## src/rtl/mod60_pkg.sv

```systemverilog
package mod60_pkg;

    localparam int DIGIT_W = 4;

    typedef enum logic [1:0] {
        ST_LOW      = 2'd0,
        ST_UNIT_TOP = 2'd1,
        ST_FULL     = 2'd2
    } stage_phase_e;

endpackage

```

## src/rtl/bcd_digit.sv

```systemverilog
module bcd_digit #(
    parameter int W     = 4,
    parameter int LIMIT = 9
) (
    input  logic         clk,
    input  logic         rst,
    input  logic         step,
    output logic [W-1:0] value,
    output logic         at_limit,
    output logic         at_prelimit
);
    localparam logic [W-1:0] TOP_V = LIMIT[W-1:0];
    localparam logic [W-1:0] PRE_V = TOP_V - 1'b1;

    logic [W-1:0] value_q;

    always_ff @(posedge clk) begin
        if (rst) begin
            value_q <= '0;
        end else if (step) begin
            // load zero directly on the limit, never pass through LIMIT+1
            value_q <= (value_q == TOP_V) ? '0 : value_q + 1'b1;
        end
    end

    assign value       = value_q;
    assign at_limit    = (value_q == TOP_V);
    assign at_prelimit = (value_q == PRE_V);
endmodule

```

## src/rtl/stage_phase_fsm.sv

```systemverilog
module stage_phase_fsm
    import mod60_pkg::*;
(
    input  logic         clk,
    input  logic         rst,
    input  logic         tick,
    input  logic         units_pre,
    input  logic         tens_top,
    output stage_phase_e phase,
    output logic         carry
);
    stage_phase_e state_q, state_d;
    logic         carry_q;

    always_comb begin
        state_d = state_q;
        unique case (state_q)
            ST_LOW: begin
                if (tick && units_pre) begin
                    state_d = tens_top ? ST_FULL : ST_UNIT_TOP;
                end
            end
            ST_UNIT_TOP: begin
                if (tick) state_d = ST_LOW;
            end
            ST_FULL: begin
                if (tick) state_d = ST_LOW;
            end
            default: state_d = ST_LOW;
        endcase
    end

    always_ff @(posedge clk) begin
        if (rst) state_q <= ST_LOW;
        else     state_q <= state_d;
    end

    // output process: carry fires on the rollover out of the full state
    always_ff @(posedge clk) begin
        if (rst) carry_q <= 1'b0;
        else     carry_q <= tick && (state_q == ST_FULL);
    end

    assign phase = state_q;
    assign carry = carry_q;
endmodule

```

## src/rtl/mod60_bcd_stage.sv

```systemverilog
module mod60_bcd_stage
    import mod60_pkg::*;
#(
    parameter int UNITS_MAX = 9,
    parameter int TENS_MAX  = 5
) (
    input  logic               clk,
    input  logic               rst,
    input  logic               tick_en,
    output logic [DIGIT_W-1:0] units,
    output logic [DIGIT_W-1:0] tens,
    output logic               carry_out
);
    logic         units_top, units_pre;
    logic         tens_top, tens_pre;
    logic         tens_step;
    stage_phase_e phase_q;

    bcd_digit #(.W(DIGIT_W), .LIMIT(UNITS_MAX)) u_units (
        .clk         (clk),
        .rst         (rst),
        .step        (tick_en),
        .value       (units),
        .at_limit    (units_top),
        .at_prelimit (units_pre)
    );

    assign tens_step = tick_en && units_top;

    bcd_digit #(.W(DIGIT_W), .LIMIT(TENS_MAX)) u_tens (
        .clk         (clk),
        .rst         (rst),
        .step        (tens_step),
        .value       (tens),
        .at_limit    (tens_top),
        .at_prelimit (tens_pre)
    );

    stage_phase_fsm u_phase (
        .clk       (clk),
        .rst       (rst),
        .tick      (tick_en),
        .units_pre (units_pre),
        .tens_top  (tens_top),
        .phase     (phase_q),
        .carry     (carry_out)
    );

    logic unused_flags;
    assign unused_flags = tens_pre;
endmodule

```

## config.mk

```make
export PLATFORM = sky130hd
export DESIGN_NAME = mod60_bcd_stage
export DESIGN_NICKNAME = d
export VERILOG_FILES = /design/src/rtl/mod60_pkg.sv /design/src/rtl/bcd_digit.sv /design/src/rtl/stage_phase_fsm.sv /design/src/rtl/mod60_bcd_stage.sv
export SDC_FILE = /design/constraint.sdc
export NUM_CORES = 1
export LEC_CHECK = 0
export ABC_AREA = 0
export BUFFER_PORTS_ARGS = -buffer_cell sky130_fd_sc_hd__buf_2
export CORE_AREA = 10 10 47 49
export CTS_BUF_LIST = sky130_fd_sc_hd__clkbuf_8 sky130_fd_sc_hd__clkbuf_16
export CTS_CLUSTER_DIAMETER = 120
export DETAILED_ROUTE_END_ITERATION = 10
export DIE_AREA = 0 0 57 59
export PLACE_DENSITY = 0.65
export SKIP_CTS_REPAIR_TIMING = 1
export SYNTH_ARGS = -nofsm -noshare
export SYNTH_HDL_FRONTEND = slang
export SYNTH_HIERARCHICAL = 1
export SYNTH_SLANG_ARGS = --single-unit
```

## constraint.sdc

```tcl
create_clock -name clk -period 1.28 [get_ports clk]
set_input_delay 0.256 -clock clk [delete_from_list [all_inputs] [get_ports clk]]
set_output_delay 0.256 -clock clk [all_outputs]
set_load 0.02 [all_outputs]
```

==> run summary <==
Crit Path Category = reg2reg
Worst VDD drop = 0.500 mV
Layout cells sized above 1 = 42.0%
CP endpoint kind = flop
Final period utilization = 106%
Endpoints failing setup = 2
Nets = 87
Fmax achieved = 736 MHz
Area of the core = 0.00140 mm²
Slew @ Worst Pin = 0.267 ns
Initial DRC Count = 8
Syn Std Cell Area = 538 µm²
DRC = 0
Die height = 59 µm
I/O Buffers = 11
Root Buffer = clkbuf_8
CP Max Fanout = 3
Req. time, crit path = 1.45 ns
Worst-case clock buffer depth = 2
Max Slew Vio Count = 0
Syn_nets = 63
Post-route non-filler standard cell count = 97
Routability cong. = 0.689
Final WL = 1.19 mm
Total track usage = 7.52%
Die Width = 57 µm
Clk sinks = 11
Worst-path clk slew = 0.05 ns
MaxCap Viol Count = 0
Worst skew pair latency = 0.24 ns
CTS buffer count = 3
Violated checks = setup timing
Slew margin rel. = 82.2%
RSZ-0062 raised after global routing = yes
Ys Warns = 6
Vias per cell = 4.91
Area grow syn2layout = 37.0%
Per-cell routed wire length = 12.2 µm
Status = complete, but fails checks
Largest net degree at the start of global routing = 13
PwrDens = 1020 mW/mm²
Setup ws final = -0.0792 ns
Clk_skew = 0.00117 ns
First drt pass iteration count = 4
FP Rows = 14
Post-DP HPWL = 870 µm
Number of global-route vias before repair = 451
Routed Antenna Nets = 0
Min Tclk post-route = 1.36 ns
Antenna violations before repair = 0
GRT overflow = 0
Number of placed instances, taps included = 93
Mapped Cells = 58
Hold Crit Class = in2reg
Initial Utilization = 38.4%
P_leak = 0.299 nW
Crit path launch type = flop
TritonCTS clock tree = yes
Final total power = 0.752 mW
CTS H-tree lvls = 1
DIE AREA = 0.00336 mm²
WHS = 0.333 ns
Syn_area_per_cell = 9.28 µm²
First-pass GRT wire length = 1.98 mm
N_diodes = 0
Final Hold Fails = 0
Vias = 476
Top Ports = 12
Crit path DAT = 1.53 ns
## cell type report
| class | instances | area [µm²] |
|---|---|---|
| clock buffers | 3 | 41.3 |
| clock inverters | 1 | 3.75 |
| fillers | 137 | 664 |
| inverters | 4 | 15.0 |
| multi-input cells | 43 | 318 |
| flip-flops and latches | 11 | 224 |
| well taps | 16 | 20.0 |
| repair buffers | 19 | 115 |
## state kept, by name, indices dropped and copies added (netlist names)
| register | flops |
|---|---|
| u_phase/carry | 1 |
| u_phase/phase | 2 |
| u_tens/value | 4 |
| u_units/value | 4 |
## worst max-delay path, cell delays in order, from the launching register on
cell      delay [ns]
dfxtp_2         0.31
nand2b_4        0.14
nor3b_2         0.16
and2_4          0.16
nand2_2         0.05
or3b_1          0.36
a21oi_2         0.11
## cells in the final DEF, fill, tap and decap left out
cell and count:
inv_1 5, nand4b_1 2, or2b_1 1, and2b_2 1
buf_4 8, dfxtp_1 8, nand3_2 1, mux2_2 1
and2_4 1, buf_2 11, o221ai_1 2, or3b_1 2
nand2b_4 1, a21oi_2 1, nor2_1 5, dfxtp_2 3
nand4_1 2, nor3b_2 1, nand2_2 1, o21ai_0 1
clkbuf_8 3, ha_1 2, xnor2_1 3, o32ai_2 1
nand2b_1 1, nor2b_1 1, nor3_1 1, nor3b_1 1
a21oi_1 5, xor2_1 1, nand2_1 4
## power breakdown
group / switching, mW / total, mW / internal [mW]
combinational: 0.0361 / 0.0621 / 0.0260
sequential: 0.00499 / 0.355 / 0.350
clock: 0.124 / 0.334 / 0.210
total: 0.165 / 0.752 / 0.586
## metrics by stage
stage               instance area [µm²]  setup TNS (ns)  utilization [%]  setup slack [ns]
floorplan                           557          -0.141                -            -0.125
global placement                    692         -0.0554             49.4           -0.0554
detailed placement                  692         -0.0756             49.4           -0.0756
CTS                                 737          -0.132             52.6           -0.0882
global route                        737          -0.489             52.6            -0.152
finish                              737          -0.127             52.6           -0.0792
## metal layers
| metal | GRT usage (%) | wire length (µm) |
|---|---|---|
| met4 | 7.05 | 38 |
| met2 | 11.5 | 593 |
| met3 | 3.00 | 66 |
| met1 | 7.71 | 489 |
| met5 | 0 | 0 |
## worst paths after layout
check                   startpoint          endpoint  slack (ns)  cells after the start
setup / recovery  u_units/value[2]   u_tens/value[1]       -0.08                      6
hold / removal                 rst   u_tens/value[1]        0.33                      2
setup reg to reg  u_units/value[2]   u_tens/value[1]       -0.08                      6
hold reg to reg   u_phase/phase[0]  u_phase/phase[0]        0.48                      2
No activity file was read; power rests on OpenSTA's default activity.
